--- src/rtl/i2c_bit_pkg.sv ---
package i2c_bit_pkg;

  typedef enum logic [2:0] {
    OP_START  = 3'd0,
    OP_STOP   = 3'd1,
    OP_WRITE  = 3'd2,
    OP_READ   = 3'd3,
    OP_TX_ACK = 3'd4,
    OP_TX_NAK = 3'd5,
    OP_CHECK  = 3'd6,
    OP_RSVD   = 3'd7
  } i2c_op_e;

  typedef enum logic [4:0] {
    S_IDLE,
    S_ST_REL, S_ST_SDA, S_ST_SCL,
    S_SP_SCL, S_SP_SDA, S_SP_SCLR, S_SP_SDAR,
    S_WR_LOW, S_WR_DAT, S_WR_HIGH, S_WR_REL,
    S_RD_HIGH, S_RD_LOW,
    S_AK_DAT, S_AK_HIGH, S_AK_LOW, S_AK_REL,
    S_CHK
  } eng_state_e;

endpackage

--- src/rtl/i2c_qtimer.sv ---
module i2c_qtimer #(
  parameter int QW = 8
) (
  input  logic          clk_i,
  input  logic          rst_ni,
  input  logic          load_i,
  input  logic [QW-1:0] q_i,
  input  logic          en_i,
  output logic          tick_o
);

  logic [QW-1:0] q_lat, cnt_q, q_eff;

  // zero quarter period behaves as one cycle
  assign q_eff  = (q_i == '0) ? QW'(1) : q_i;
  assign tick_o = en_i && (cnt_q <= QW'(1));

  always_ff @(posedge clk_i or negedge rst_ni) begin
    if (!rst_ni) begin
      q_lat <= '0;
      cnt_q <= '0;
    end else if (load_i) begin
      q_lat <= q_eff;
      cnt_q <= q_eff;
    end else if (en_i) begin
      cnt_q <= tick_o ? q_lat : cnt_q - QW'(1);
    end
  end

endmodule

--- src/rtl/i2c_byte_shift.sv ---
module i2c_byte_shift #(
  parameter int DW = 8
) (
  input  logic          clk_i,
  input  logic          rst_ni,
  input  logic          load_i,
  input  logic [DW-1:0] data_i,
  input  logic          tx_shift_i,
  input  logic          rx_shift_i,
  input  logic          rx_bit_i,
  output logic          tx_msb_o,
  output logic [DW-1:0] rx_byte_o
);

  logic [DW-1:0] tx_q, rx_q;

  always_ff @(posedge clk_i or negedge rst_ni) begin
    if (!rst_ni) begin
      tx_q <= '0;
      rx_q <= '0;
    end else begin
      if (load_i)          tx_q <= data_i;
      else if (tx_shift_i) tx_q <= {tx_q[DW-2:0], 1'b0};
      if (rx_shift_i)      rx_q <= {rx_q[DW-2:0], rx_bit_i};
    end
  end

  assign tx_msb_o  = tx_q[DW-1];
  assign rx_byte_o = rx_q;

endmodule

--- src/rtl/i2c_bit_engine.sv ---
module i2c_bit_engine
  import i2c_bit_pkg::*;
#(
  parameter int DW    = 8,
  parameter int QW    = 8,
  parameter int POLLS = 16
) (
  input  logic          clk_i,
  input  logic          rst_ni,
  input  logic          req_valid_i,
  input  logic [2:0]    req_op_i,
  input  logic [DW-1:0] req_data_i,
  input  logic [QW-1:0] quarter_i,
  input  logic          sda_rx_i,
  output logic          busy_o,
  output logic          done_o,
  output logic [DW-1:0] rd_data_o,
  output logic          ack_o,
  output logic          scl_oe_o,
  output logic          sda_oe_o
);

  localparam int BW = (DW > 1) ? $clog2(DW) : 1;
  localparam int PW = $clog2(POLLS + 1);
  localparam logic [BW-1:0] LAST_BIT  = BW'(DW - 1);
  localparam logic [PW-1:0] LAST_POLL = PW'(POLLS - 1);

  eng_state_e    state_q, state_d;
  logic [BW-1:0] bit_q, bit_d;
  logic [PW-1:0] poll_q, poll_d;
  logic          scl_q, scl_d, sda_q, sda_d;
  logic          done_q, done_d, ack_q;
  logic          ack_set, ack_val;
  logic          accept, tick, timed, tx_msb, tx_shift, rx_shift;

  assign accept = (state_q == S_IDLE) && req_valid_i && (req_op_i != OP_RSVD);
  assign timed  = (state_q != S_IDLE) && (state_q != S_CHK);

  i2c_qtimer #(.QW(QW)) u_timer (
    .clk_i  (clk_i),
    .rst_ni (rst_ni),
    .load_i (accept),
    .q_i    (quarter_i),
    .en_i   (timed),
    .tick_o (tick)
  );

  i2c_byte_shift #(.DW(DW)) u_shift (
    .clk_i      (clk_i),
    .rst_ni     (rst_ni),
    .load_i     (accept),
    .data_i     (req_data_i),
    .tx_shift_i (tx_shift),
    .rx_shift_i (rx_shift),
    .rx_bit_i   (sda_rx_i),
    .tx_msb_o   (tx_msb),
    .rx_byte_o  (rd_data_o)
  );

  // sequencing
  always_comb begin
    state_d  = state_q;
    bit_d    = bit_q;
    poll_d   = poll_q;
    done_d   = 1'b0;
    tx_shift = 1'b0;
    rx_shift = 1'b0;
    ack_set  = 1'b0;
    ack_val  = 1'b0;
    unique case (state_q)
      S_IDLE: begin
        bit_d  = '0;
        poll_d = '0;
        if (accept) begin
          unique case (req_op_i)
            OP_START:  state_d = S_ST_REL;
            OP_STOP:   state_d = S_SP_SCL;
            OP_WRITE:  state_d = S_WR_LOW;
            OP_READ:   state_d = S_RD_HIGH;
            OP_CHECK:  state_d = S_CHK;
            default:   state_d = S_AK_DAT;
          endcase
        end
      end
      S_ST_REL:  if (tick) state_d = S_ST_SDA;
      S_ST_SDA:  if (tick) state_d = S_ST_SCL;
      S_SP_SCL:  if (tick) state_d = S_SP_SDA;
      S_SP_SDA:  if (tick) state_d = S_SP_SCLR;
      S_SP_SCLR: if (tick) state_d = S_SP_SDAR;
      S_WR_LOW:  if (tick) state_d = S_WR_DAT;
      S_WR_DAT:  if (tick) state_d = S_WR_HIGH;
      S_WR_HIGH: if (tick) begin
        if (bit_q == LAST_BIT) state_d = S_WR_REL;
        else begin
          bit_d    = bit_q + BW'(1);
          tx_shift = 1'b1;
          state_d  = S_WR_LOW;
        end
      end
      S_RD_HIGH: if (tick) begin
        rx_shift = 1'b1;
        state_d  = S_RD_LOW;
      end
      S_RD_LOW: if (tick) begin
        if (bit_q == LAST_BIT) begin
          state_d = S_IDLE;
          done_d  = 1'b1;
        end else begin
          bit_d   = bit_q + BW'(1);
          state_d = S_RD_HIGH;
        end
      end
      S_AK_DAT:  if (tick) state_d = S_AK_HIGH;
      S_AK_HIGH: if (tick) state_d = S_AK_LOW;
      S_AK_LOW:  if (tick) state_d = S_AK_REL;
      S_ST_SCL, S_SP_SDAR, S_WR_REL, S_AK_REL: if (tick) begin
        state_d = S_IDLE;
        done_d  = 1'b1;
      end
      S_CHK: begin
        if (!sda_rx_i) begin
          ack_set = 1'b1;
          ack_val = 1'b1;
          state_d = S_IDLE;
          done_d  = 1'b1;
        end else if (poll_q == LAST_POLL) begin
          ack_set = 1'b1;
          state_d = S_IDLE;
          done_d  = 1'b1;
        end else begin
          poll_d = poll_q + PW'(1);
        end
      end
      default: state_d = S_IDLE;
    endcase
  end

  // line levels applied on entry to each phase
  always_comb begin
    scl_d = scl_q;
    sda_d = sda_q;
    if (state_d != state_q) begin
      unique case (state_d)
        S_ST_REL:  begin scl_d = 1'b0; sda_d = 1'b0; end
        S_ST_SDA:  sda_d = 1'b1;
        S_ST_SCL:  scl_d = 1'b1;
        S_SP_SCL:  scl_d = 1'b1;
        S_SP_SDA:  sda_d = 1'b1;
        S_SP_SCLR: scl_d = 1'b0;
        S_SP_SDAR: sda_d = 1'b0;
        S_WR_LOW:  scl_d = 1'b1;
        S_WR_DAT:  sda_d = ~tx_msb;
        S_WR_HIGH: scl_d = 1'b0;
        S_WR_REL:  begin scl_d = 1'b1; sda_d = 1'b0; end
        S_RD_HIGH: begin scl_d = 1'b0; sda_d = 1'b0; end
        S_RD_LOW:  scl_d = 1'b1;
        S_AK_DAT:  sda_d = (req_op_i == OP_TX_ACK);
        S_AK_HIGH: scl_d = 1'b0;
        S_AK_LOW:  scl_d = 1'b1;
        S_AK_REL:  sda_d = 1'b0;
        S_CHK:     scl_d = 1'b0;
        S_IDLE:    if (ack_set && ack_val) scl_d = 1'b1;
        default:   ;
      endcase
    end
  end

  always_ff @(posedge clk_i or negedge rst_ni) begin
    if (!rst_ni) begin
      state_q <= S_IDLE;
      bit_q   <= '0;
      poll_q  <= '0;
      scl_q   <= 1'b0;
      sda_q   <= 1'b0;
      done_q  <= 1'b0;
      ack_q   <= 1'b0;
    end else begin
      state_q <= state_d;
      bit_q   <= bit_d;
      poll_q  <= poll_d;
      scl_q   <= scl_d;
      sda_q   <= sda_d;
      done_q  <= done_d;
      if (ack_set) ack_q <= ack_val;
    end
  end

  assign busy_o   = (state_q != S_IDLE);
  assign done_o   = done_q;
  assign ack_o    = ack_q;
  assign scl_oe_o = scl_q;
  assign sda_oe_o = sda_q;

endmodule

--- config.mk ---
export PLATFORM = sky130hd
export DESIGN_NAME = i2c_bit_engine
export DESIGN_NICKNAME = d
export VERILOG_FILES = /design/src/rtl/i2c_bit_pkg.sv /design/src/rtl/i2c_qtimer.sv /design/src/rtl/i2c_byte_shift.sv /design/src/rtl/i2c_bit_engine.sv
export SDC_FILE = /design/constraint.sdc
export NUM_CORES = 1
export LEC_CHECK = 0
export ABC_AREA = 1
export BUFFER_PORTS_ARGS = -buffer_cell sky130_fd_sc_hd__buf_2
export CAP_MARGIN = 20
export CORE_ASPECT_RATIO = 0.75
export CORE_MARGIN = 2
export CORE_UTILIZATION = 50
export CTS_CLUSTER_DIAMETER = 50
export CTS_CLUSTER_SIZE = 25
export DETAILED_ROUTE_END_ITERATION = 10
export PLACE_DENSITY_LB_ADDON = 0.25
export SETUP_SLACK_MARGIN = 0.02
export SLEW_MARGIN = 20
export SYNTH_ARGS = -nofsm -noshare
export SYNTH_HDL_FRONTEND = slang
export SYNTH_SLANG_ARGS = --single-unit
export TNS_END_PERCENT = 5
--- constraint.sdc ---
create_clock -name clk_i -period 2.9 [get_ports clk_i]
set_input_delay 0 -clock clk_i [delete_from_list [all_inputs] [get_ports clk_i]]
set_output_delay 0 -clock clk_i [all_outputs]
set_load 0.03 [all_outputs]
==> parameters.txt, run 1 <==
Parameter                              Value

Logic synthesis
  Proportion of netlist area held by the largest area contributor ... approximately 36%
  FF+latch count, synth ... 49
  Prevailing post-synth register cell ... dfrtp_1
  Share of the yosys chip area belonging to registers ... between 30 and 40%
  Instance count of the mapped netlist ... ~470
  Cell types with the largest area share after synthesis ... dfrtp_1 (36%), nand2_1 (14%), inv_1 (6.2%)
  Share of async-settable or async-resettable flops after synthesis ... 100.0%
  Cell taking the most area after synthesis ... dfrtp_1
  Number of nets produced by synthesis ... about 500
  Synth cell types ... between 40 and 50
  Syn Area/Cell ... 7.253 sq um
  Area of the mapped netlist ... ~0.0034 sq mm
  Synth warn ... 0
  Count of flip-flops with a built-in enable after synthesis ... 0

Global routing
  Total Routing Usage GR ... between 20% and 30%
  Grt total ovfl ... 0
  Largest net degree at the start of global routing ... 50
  Wire length of the first global-routing pass ... around 14,000 um
  Number of antenna violations at the first check in global routing ... 0
  Number of global-route vias before repair ... between 2,000 and 3,000

Worst setup path
  Critical-path cell list ... inv_1, ha_1, nor2_1, nor2_1, nand2_1, nor2_4, nor2_2, a21oi_1, nor2_4, nand3_1, nand3_1, nor2_1, nand2_1, nand3_1, nand2_1
  Critical path depth ... 15
  Crit Path Max Fanout ... 11
  WP buf/inv ... 1
  Startpoint type of the worst setup path ... flop
  Endpoint type of the worst setup path ... flop
  End of the worst register-to-register path ... sda_oe_o
  Worst path required time ... 3.10 ns
  Register-to-Register Path Depth ... 15
  Crit path capture ... sda_oe_o
  FF-to-FF Start ... u_timer.cnt_q[0]
  Critical path class ... flop to flop
  Worst setup path startpoint ... u_timer.cnt_q[0]
  Setup slack on the worst flop-to-flop path ... approximately 0.33 ns
  Worst EP arrival ... 2.78 ns
  Category of cells accounting for the largest share of critical-path delay ... simple AND/OR/NAND/NOR gates
  Delay of the slowest cell on the worst path ... between 0.4 and 0.5 ns
  Crit path max-delay cell type ... dfrtp_1

Routing
  Average wire length per cell after detail routing ... about 14 um
  Post-DRT Antenna Nets ... 0
  Pre-Repair DR Iteration Count ... 5
  Wire length after detailed routing ... 8297 um
  Via Count ... ~3,200
  Routed vias/inst ... around 5.4
  Number of design rule violations left after detail routing ... 0
  Drt initial violations ... 286

Place
  Count of buffers inserted at the top-level ports ... 35
  Cell count after placement ... between 500 and 600
  Area of placed instances ... 0.003608 sq mm
  DP Wirelength ... ~6200 um
  Final weighted congestion in routability-driven placement ... 1.067

STA
  FMAX ... ~390 MHz
  Final Cycle Share ... between 80 and 90%
  Setup repair after global routing missed its margin ... no
  Relative max-transition margin ... ~58%
  Hold Vio Cnt, Final ... 0
  Total Negative Setup Slacks ... 0 ns
  Skew final ... ~0.0055 ns
  Transition at the pin with the smallest max-transition slack ... about 0.63 ns
  Total setup violations reported at the end of the flow ... 0
  Max-slew violations ... 0
  Min cycle time layout ... 2.572 ns

Power
  Worst VDD drop ... just over 0.5 mV
  Power per unit of standard cell area ... approximately 1000 mW/mm^2
  NetSw ... around 2.0 mW
  Sequential share of power ... 28.7%
  Static leakage ... roughly 2.0 nW
  Comb pwr share ... ~61%
  Cell internal pwr ... ~1.9 mW
  Share of power burned in the clock network ... between 10% and 20%
  Switching portion of total power ... between 50 and 60%

Floorplanning
  Number of primary I/O pins ... 36
  Placeable core region ... ~0.0064 sq mm
  Vertical die dimension ... about 75 um
  Die area ... ~0.0075 sq mm
  Die outline width ... slightly below 100 um
  Starting Density ... a little over half
  Number of standard-cell rows in the floorplan ... 25

Clock network
  Clk_lat worst skew ... roughly 0.30 ns
  TritonCTS clock tree ... done
  Post-CTS sizing ... 0
  Largest buffer count on any clock path ... 2
  Clock Root Buffer ... clkbuf_8
  Post-CTS clock slew at the launch and capture registers of the worst setup and hold paths ... 0.09 ns
  H-tree Lvls ... 2
  Clock tree sinks ... 49
  Num CTS Buffers ... 5

Final layout
  Fill count ... roughly 600
  Diodes inserted ... 0
  Number of standard cells in the layout, taps in and fillers out ... between 500 and 600
  Final design area excluding fillers ... 0.003835 sq mm
  Relative area change from synthesis to final layout ... 12.97%
  Fin nets ... 545
  Fraction of final layout cells with drive strength greater than 1 ... 18.96%

Hold path
  Worst min-delay path category ... input pin to flop

Outcome
  Outcome ... finished clean

Job
  Max-capacitance violation count ... 0
==> per-layer routing <==
metal | share of wire (%) | wire length, um | track usage [%]
met1 | 50 | 4186 | 36.22
met2 | 41 | 3379 | 35.66
met3 | 7.4 | 613 | 3.853
met4 | 1.4 | 118 | 6.697
met5 | 0 | 0 | 0
==> cell families (layout without fill, tap and decap cells) <==
kind of cell             after synthesis  count (layout)  synth area share [%]
flip-flops                            49              49                 36.12
buffers and inverters                 76             125                 9.767
XOR/XNOR                               3               3                0.7742
multiplexers                           1               1                0.3317
AND/OR/NAND/NOR                      261             261                 38.15
AO/OA/AOI/OAI                         72              72                 12.64
adder cells (fa/ha/maj)                6               6                 2.212
==> tightest hold or removal path, cell delays in order <==
cell	delay, ns
buf_2	0.07
o21ai_0	0.12
nand2_1	0.09
==> synth_stat cells (all sizes together), types with 3 or more instances <==
cell type	instances
nand3	39
o22ai	4
dfrtp	49
nand4	9
nand2	141
a21oi	12
o211ai	3
buf	9
a31oi	9
clkbuf	4
nor3	5
inv	62
xor2	3
ha	6
o221ai	4
nor2	64
o21ai	32
==> worst min-delay path by stage <==
| stage | cells past startpoint | end | startpoint | slack [ns] |
|---|---|---|---|---|
| floorplan | 0 | ack_o | rst_ni | -0.30 |
| detailed placement | 1 | u_timer.q_lat[4] | rst_ni | 0.07 |
| finish | 3 | u_timer.q_lat[0] | quarter_i[0] | 0.002 |
| CTS | 3 | u_timer.q_lat[3] | quarter_i[3] | 0.002 |
| global placement | 3 | u_shift.tx_q[0] | req_data_i[0] | 0.21 |
| global route | 3 | u_timer.q_lat[0] | quarter_i[0] | 0.03 |
==> layout make-up <==
type | instances | area (sq um) | share of cell area (%)
multi-input cells | 343 | 1837 | 47.90
clock buffers | 7 | 76.32 | 1.990
well taps | 81 | 101.3 | 2.643
inverters | 63 | 236.5 | 6.166
flip-flops and latches | 49 | 1226 | 31.97
repair buffers | 54 | 350.3 | 9.135
clock inverters | 1 | 7.507 | 0.1958
==> placed cells by master, fill, tap and decap left out, types with 4 or more instances in the layout <==
master	instances
inv_2	6
nand2_1	128
a31oi_1	9
dlygate4sd3_1	12
nand2_2	10
nor3_1	5
nor2_4	12
nand3_1	30
o22ai_1	4
clkbuf_8	5
buf_4	8
nand4_1	9
buf_2	34
nand3_2	7
o21ai_0	31
a21oi_1	11
nor2_1	45
dfrtp_1	49
inv_1	56
o221ai_1	4
nor2_2	6
ha_1	6
==> stage by stage <==
stage               setup WS, ns  utilization [%]  total power, mW  hold slack (ns)
finish                    0.3276            59.51            3.851         0.002070
global route             0.07231            59.51            4.214          0.02500
CTS                       0.2395            59.17            3.826         0.002430
detailed placement        0.2613            56.00            3.400          0.07088
global placement          0.3599            55.96            3.348           0.2102
floorplan                 0.8485                -            2.962          -0.2956
==> sequential cells by signal (all words and copies together), names as in the netlist <==
name	count
u_shift.rx_byte_o	8
state_q	5
ack_o	1
scl_oe_o	1
done_o	1
u_shift.tx_q	8
u_timer.cnt_q	8
bit_q	3
poll_q	5
u_timer.q_lat	8
sda_oe_o	1
==> power by group through the flow <==
| stage | Sequential, mW | Clock (mW) | Combinational, mW |
|---|---|---|---|
| 6_report | 1.10 | 0.405 | 2.34 |
| 5_1_grt | 1.13 | 0.449 | 2.63 |
| 4_1_cts | 1.10 | 0.417 | 2.31 |
| 3_5_place_dp | 1.11 | 0 | 2.29 |
| 3_3_place_gp | 1.11 | 0 | 2.24 |
| 2_1_floorplan | 1.09 | 0 | 1.87 |
==> timing repair <==
item	in CTS	in global routing
setup endpoints to repair	0	2
hold buffers	12	0
buffers inserted	0	3
endpoints found under the hold margin	60	0
Note: power is estimated with default switching activity, not from simulation.
==> run 2, diff against run 1 <==
Settings changed: SYNTH_HIERARCHICAL set to 1.
==> run 2 against run 1 <==
Clock power rose by 8.4%. Register-to-register slack got worse by 0.11 ns. Worst setup slack got worse by 0.11 ns. Synthesized area fell by 0.37%. Cell count rose by 5.7%. Sequential power barely moved. Sequential share of layout area fell by 0.85 points. Synthesized cell count rose by 4.3%. Fmax fell by 4.0%. Critical path type unchanged. Largest cell class unchanged.
==> parameters.txt, run 2 <==
Parameter                              Value

Outcome
  Outcome ... finished clean

Worst setup path
  End of the worst register-to-register path ... scl_oe_o
  FF-to-FF Start ... state_q[2]
  Crit path max-delay cell type ... dfrtp_2
  Critical-path cell list ... nor2_4, nand2_1, nor2_2, nor2_1, nand2_2, nor2_4, inv_1, nand2_1, o21ai_2, nor2_4, nor2_2, inv_1, o21ai_1, nor2_1, a21oi_1, a21oi_1
  WP buf/inv ... 2
  Setup slack on the worst flop-to-flop path ... 0.22 ns
  Crit path capture ... scl_oe_o
  Startpoint type of the worst setup path ... flop
  Delay of the slowest cell on the worst path ... ~0.49 ns
  Worst setup path startpoint ... state_q[2]
  Most Frequent Cell on Critical Path ... nor2_4
  Critical path class ... flop to flop
  Worst EP arrival ... roughly 2.9 ns
  Critical path depth ... 16
  Endpoint type of the worst setup path ... flop
  Crit Path Max Fanout ... 7
  Category of cells accounting for the largest share of critical-path delay ... simple AND/OR/NAND/NOR gates
  Worst path required time ... 3.11 ns
  Register-to-Register Path Depth ... 16

Routing
  Average wire length per cell after detail routing ... about 13 um
  Max layer used ... met4
  Detail Route met2 WL ... 3625 um
  Wire length after detailed routing ... approximately 8400 um
  Via Count ... 3,277
  Post-route met1 wirelength ... 4107 um
  Number of design rule violations left after detail routing ... 0
  Drt initial violations ... roughly 230
  Post-DRT Antenna Nets ... 0
  Pre-Repair DR Iteration Count ... 5
  Routed length on met3 ... 566 um
  Routed vias/inst ... between 5 and 6

Power
  Worst VDD drop ... between 0.6 and 0.7 mV
  Total power ... 3.597 mW
  Static leakage ... roughly 2.1 nW
  Power per unit of standard cell area ... about 910 mW/mm^2

STA
  Relative max-transition margin ... 61.79%
  Min cycle time layout ... about 2.7 ns
  Final Worst Setup Slack ... ~0.22 ns
  Total Negative Setup Slacks ... 0 ns
  Transition at the pin with the smallest max-transition slack ... around 0.57 ns
  Skew final ... about 0.014 ns
  Setup repair after global routing missed its margin ... no
  Max-slew violations ... 0
  Total setup violations reported at the end of the flow ... 0
  FMAX ... 373.0 MHz
  Hold Vio Cnt, Final ... 0
  Final Cycle Share ... between 90 and 100%

Logic synthesis
  Area of the mapped netlist ... 0.003382 sq mm
  Cell types with the largest area share after synthesis ... dfrtp_1 (36%), nand2_1 (15%), nand3_1 (7.8%)
  Most instantiated library cell after synthesis ... nand2_1
  Share of the yosys chip area belonging to registers ... between 30% and 40%
  Synth cell types ... 37
  Number of nets produced by synthesis ... ~520
  Synth warn ... 6
  Prevailing post-synth register cell ... dfrtp_1
  Cell taking the most area after synthesis ... dfrtp_1
  Most common library cells after synthesis ... nand2_1 (138), inv_1 (59), nor2_1 (57), nand3_1 (53), dfrtp_1 (49)
  Instance count of the mapped netlist ... roughly 490
  Syn Area/Cell ... about 6.9 sq um
  Proportion of netlist area held by the largest area contributor ... a little over a third
  FF+latch count, synth ... 49
  Share of async-settable or async-resettable flops after synthesis ... between 90% and 100%
  Count of flip-flops with a built-in enable after synthesis ... 0

Final layout
  Relative area change from synthesis to final layout ... 16.83%
  Fill count ... approximately 590
  Fraction of final layout cells with drive strength greater than 1 ... approximately a fifth
  Final core occ ... between 60% and 70%
  Fin nets ... 579
  Most common library cell in the layout ignoring fill and taps ... nand2_1
  Diodes inserted ... 0
  Highest-count cells in the layout ignoring fill and taps ... nand2_1 (138), inv_1 (59), nor2_1 (57), nand3_1 (53), dfrtp_1 (46)

Global routing
  Number of antenna violations at the first check in global routing ... 0
  Total Routing Usage GR ... between 20% and 30%
  Grt total ovfl ... 0
  Number of global-route vias before repair ... 2,991
  Largest net degree at the start of global routing ... 33
  Wire length of the first global-routing pass ... approximately 14,000 um

Clock network
  Largest buffer count on any clock path ... 2
  Clock tree sinks ... about 50
  H-tree Lvls ... 2
  Clock Root Buffer ... clkbuf_8
  Num CTS Buffers ... 5
  Post-CTS clock slew at the launch and capture registers of the worst setup and hold paths ... 0.10 ns
  TritonCTS clock tree ... done
  Clk_lat worst skew ... slightly above 0.3 ns

Floorplanning
  Die outline width ... 98.97 um
  Number of primary I/O pins ... 36
  Starting Density ... 52.74%
  Die area ... 0.007445 sq mm
  Vertical die dimension ... ~75 um
  Number of standard-cell rows in the floorplan ... 25
  Placeable core region ... 0.006412 sq mm

Place
  Setup slack at placement ... about 0.17 ns
  DP Wirelength ... approximately 6400 um
  Count of buffers inserted at the top-level ports ... 35
  Final weighted congestion in routability-driven placement ... approximately 1

Job
  Max-capacitance violation count ... 0

Hold path
  Worst min-delay path category ... input pin to flop
run 2: cell types whose count changed in the layout (fill, tap and decap cells not counted), sizes merged, moves of 4 or more:
cell         previous run  this run
nand3                  39        60
a31oi                   9         0
inv                    62        71
nor2                   64        73
buf                    42        48
nand2                 141       147
dlygate4sd3            12        17
a21boi                  1         5
o221ai                  4         0
run 2: final cells by class:
| class | instances | area (sq um) | share of cell area [%] |
|---|---|---|---|
| clock inverters | 2 | 13.76 | 0.3483 |
| multi-input cells | 358 | 1814 | 45.92 |
| well taps | 81 | 101.3 | 2.565 |
| flip-flops and latches | 49 | 1230 | 31.13 |
| clock buffers | 6 | 82.58 | 2.090 |
| inverters | 71 | 266.5 | 6.745 |
| repair buffers | 65 | 442.9 | 11.21 |
run 2: repair_timing:
item / CTS / global route
resized for setup: 0 / 4
hold buffers: 17 / 0
hold endpoints to repair: 33 / 0
setup buffers: 0 / 2
setup endpoints to repair: 0 / 2
run 2: power by group:
| part | switching, mW | internal, mW | total [mW] |
|---|---|---|---|
| sequential | 0.177 | 0.918 | 1.10 |
| combinational | 1.37 | 0.693 | 2.06 |
| clock | 0.245 | 0.194 | 0.439 |
run 2: cell families after synthesis:
logic type               after synthesis  share of synthesized area (%)
flip-flops                            49                          36.26
multiplexers                           1                         0.3329
XOR/XNOR                               1                         0.2590
AO/OA/AOI/OAI                         56                          9.656
adder cells (fa/ha/maj)                6                          2.220
buffers and inverters                 81                          10.43
AND/OR/NAND/NOR                      294                          40.84
run 2: tightest hold or removal path: cells and delay by family:
family                 cells  cell delay [ns]
AO/OA/AOI/OAI              1             0.06
buffers and inverters      2             0.10
AND/OR/NAND/NOR            2             0.13
run 2: metal layers:
layer / vias up / GRT usage, %
met1: 1464 / 34.86
met2: 122 / 36.11
li1: 1677 / -
met4: 0 / 8.828
met5: - / 0
met3: 14 / 3.714
run 2: how the worst min path moves through the flow:
stage,from,end,depth (start not counted)
6_report,quarter_i[0],u_timer/cnt_q[0],5
5_1_grt,quarter_i[0],u_timer/cnt_q[0],5
4_1_cts,quarter_i[0],u_timer/cnt_q[0],5
3_5_place_dp,rst_ni,u_shift/rx_byte_o[4],1
3_3_place_gp,rst_ni,u_shift/rx_byte_o[5],1
2_1_floorplan,rst_ni,ack_o,0
run 2: stage by stage:
step	hold slack [ns]	instances	area, sq um
floorplan	-0.2956	488	3382
global placement	-0.02936	605	3661
detailed placement	-0.03177	605	3661
CTS	0.003052	630	3928
global route	0.02562	632	3951
finish	0.004394	632	3951
==> run 3, diff against run 2 <==
Settings changed: ABC_AREA 1 to 0.
==> run 3 against run 2 <==
The run now ends with negative setup slack left. Combinational power is 3% higher. Sequential share of layout area fell by 0.70 points. Largest power group unchanged. Critical endpoint is now sda_oe_o. Total power is 2.0% higher. Highest routed layer unchanged.
==> parameters.txt, run 3 <==
Parameter                              Value

Logic synthesis
  Cell taking the most area after synthesis ... dfrtp_1
  Share of async-settable or async-resettable flops after synthesis ... 100.0%
  Most instantiated library cell after synthesis ... dfrtp_1
  Syn Area/Cell ... around 9.9 sq um
  Prevailing post-synth register cell ... dfrtp_1
  Synth warn ... 6
  Number of nets produced by synthesis ... roughly 360
  Area of the mapped netlist ... 0.003241 sq mm
  FF+latch count, synth ... a little under 50
  Synth cell types ... a little under 80
  Share of the yosys chip area belonging to registers ... between 30% and 40%
  Proportion of netlist area held by the largest area contributor ... between 30% and 40%
  Cell types with the largest area share after synthesis ... dfrtp_1 (38%), mux2_4 (3.7%), mux2i_1 (3.4%)
  Instance count of the mapped netlist ... between 300 and 400
  Most common library cells after synthesis ... dfrtp_1 (49), nand2_1 (24), inv_1 (17), o21ai_0 (16), nand3_1 (15)
  Count of flip-flops with a built-in enable after synthesis ... 0

Floorplanning
  Die outline width ... a little under 100 um
  Starting Density ... between 50% and 60%
  Number of standard-cell rows in the floorplan ... 25
  Vertical die dimension ... ~74 um
  Number of primary I/O pins ... 36
  Die area ... around 0.0071 sq mm
  Placeable core region ... 0.006287 sq mm

Routing
  Wire length after detailed routing ... about 8000 um
  Drt initial violations ... 273
  Post-DRT Antenna Nets ... 0
  Via Count ... around 2,900
  Routed vias/inst ... 6.000
  Average wire length per cell after detail routing ... 16.91 um
  Pre-Repair DR Iteration Count ... 5
  Number of design rule violations left after detail routing ... 0

Clock network
  Clock tree sinks ... 49
  Num CTS Buffers ... 5
  H-tree Lvls ... 2
  Clock Root Buffer ... clkbuf_8
  Clk_lat worst skew ... 0.31 ns
  TritonCTS clock tree ... done
  Post-CTS clock slew at the launch and capture registers of the worst setup and hold paths ... ~0.09 ns
  Largest buffer count on any clock path ... 2

STA
  Transition at the pin with the smallest max-transition slack ... about 0.84 ns
  Max-slew violations ... 0
  Hold WS ... 0.2260 ns
  Skew final ... 0.01004 ns
  Final Cycle Share ... 103.4%
  FMAX ... about 330 MHz
  Setup repair after global routing missed its margin ... yes
  Hold Vio Cnt, Final ... 0
  Final Worst Setup Slack ... -0.09924 ns
  Total setup violations reported at the end of the flow ... 2
  Min cycle time layout ... 2.999 ns
  Relative max-transition margin ... between 40% and 50%

Final layout
  Diodes inserted ... 0
  Final design area excluding fillers ... just over 0.004 sq mm
  Relative area change from synthesis to final layout ... 24.36%
  Highest-count cells in the layout ignoring fill and taps ... dfrtp_1 (49), buf_2 (35), buf_4 (32), nand2_1 (22), dlygate4sd3_1 (18)
  Number of standard cells in the layout, taps in and fillers out ... about 480
  Fin nets ... 430
  Most common library cell in the layout ignoring fill and taps ... dfrtp_1
  Final core occ ... 64.10%
  Fill count ... just over 500
  Fraction of final layout cells with drive strength greater than 1 ... about a third

Hold path
  Worst min-delay path category ... input pin to flop
  Beginning of the worst hold path ... req_valid_i
  End point of the most critical hold path ... u_timer/q_lat[4]
  Hold Path Stages ... 4

Worst setup path
  End of the worst register-to-register path ... sda_oe_o
  Endpoint type of the worst setup path ... flop
  Worst path required time ... between 3 and 4 ns
  Worst EP arrival ... roughly 3.2 ns
  Register-to-Register Path Depth ... 14
  Critical path class ... flop to flop
  Startpoint type of the worst setup path ... flop
  FF-to-FF Start ... state_q[1]
  Crit Path Max Fanout ... 7
  Setup slack on the worst flop-to-flop path ... -0.1 ns

Place
  Count of buffers inserted at the top-level ports ... 35
  DP Wirelength ... around 5800 um
  Area of placed instances ... about 0.0037 sq mm
  Final weighted congestion in routability-driven placement ... 0.8893
  Cell count after placement ... approximately 450

Power
  Total power ... 3.670 mW
  Power per unit of standard cell area ... about 910 mW/mm^2
  Worst VDD drop ... just under 0.6 mV
  Static leakage ... around 1.8 nW

Global routing
  Largest net degree at the start of global routing ... 39
  Number of antenna violations at the first check in global routing ... 0
  Wire length of the first global-routing pass ... approximately 13,000 um
  Number of global-route vias before repair ... ~2,700
  Grt total ovfl ... 0
  Total Routing Usage GR ... 23.56%

Job
  Max-capacitance violation count ... 0

Outcome
  Outcome ... complete, but fails checks
  Failing checks ... negative setup slack
## run 3: cell count changes after synthesis, moves of 8 or more
| cell | before | now |
|---|---|---|
| inv_1 | 59 | 17 |
| inv_2 | 12 | 2 |
| mux2_4 | 0 | 8 |
| mux2i_1 | 0 | 11 |
| nand2_1 | 138 | 24 |
| nand2b_1 | 0 | 8 |
| nand3_1 | 53 | 15 |
| nor2_1 | 57 | 14 |
| o21ai_0 | 28 | 16 |
## run 3: worst max path at each step
| stage | from | to | slack (ns) | depth (start not counted) |
|---|---|---|---|---|
| 2_1_floorplan | state_q[1] | scl_oe_o | -0.24 | 15 |
| 5_1_grt | state_q[1] | sda_oe_o | -0.26 | 15 |
| 6_report | state_q[1] | sda_oe_o | -0.1 | 14 |
| 3_3_place_gp | state_q[1] | scl_oe_o | -0.03 | 14 |
| 3_5_place_dp | state_q[1] | sda_oe_o | -0.09 | 14 |
| 4_1_cts | state_q[1] | sda_oe_o | -0.10 | 14 |
## run 3: repair_timing
item                       CTS  global route
hold buffers                18             0
setup endpoints to repair    2             2
gates resized for setup     12             3
pin swaps                    8             0
setup buffers                4             0
hold endpoints to repair    61             0
## run 3: final cells by class
class | instances | area [sq um] | area share [%]
Multi-Input combinational cell | 241 | 1941 | 48.15
Sequential cell | 49 | 1226 | 30.43
Timing Repair Buffer | 85 | 595.6 | 14.78
Tap cell | 81 | 101.3 | 2.515
Clock buffer | 6 | 82.58 | 2.049
Inverter | 19 | 76.32 | 1.894
Clock inverter | 1 | 7.507 | 0.1863
## run 3: cell families after synthesis
logic type	synth area share (%)
flip-flops	37.84
AO/OA/AOI/OAI	20.97
buffers and inverters	6.332
adder cells (fa/ha/maj)	2.317
multiplexers	8.842
XOR/XNOR	1.351
AND/OR/NAND/NOR	22.36
## run 3: through the flow
stage / setup TNS (ns) / worst slack (ns)
final: -0.1765 / -0.09924
after global routing: -0.4588 / -0.2579
after CTS: -0.1708 / -0.1003
after detailed placement: -0.1632 / -0.08638
after global placement: -0.04043 / -0.02627
after floorplan: -0.4686 / -0.2357
## run 3: critical path: stages (launching register included)
cell	delay, ns
dfrtp_1	0.41
and2b_2	0.21
and3_4	0.19
nor2_4	0.08
nor4b_4	0.27
nand3_4	0.13
inv_6	0.11
nand2_4	0.07
a2bb2oi_2	0.19
o221a_2	0.28
and3_4	0.18
a2111oi_4	0.43
buf_4	0.19
a211oi_2	0.03
a211oi_2	0.13
## run 3: power by group
part | total (mW) | internal [mW] | switching (mW)
logic | 2.13 | 0.977 | 1.15
clock network | 0.427 | 0.189 | 0.238
registers | 1.11 | 0.910 | 0.202
total | 3.67 | 2.08 | 1.59
## run 3: per-layer routing
metal / vias up / wire (um) / global-route usage (%)
li1: 1365 / - / -
met1: 1409 / 4016 / 34.87
met2: 111 / 3629 / 36.11
met3: 7 / 432 / 3.996
met4: 0 / 72 / 5.947
met5: - / 0 / 0
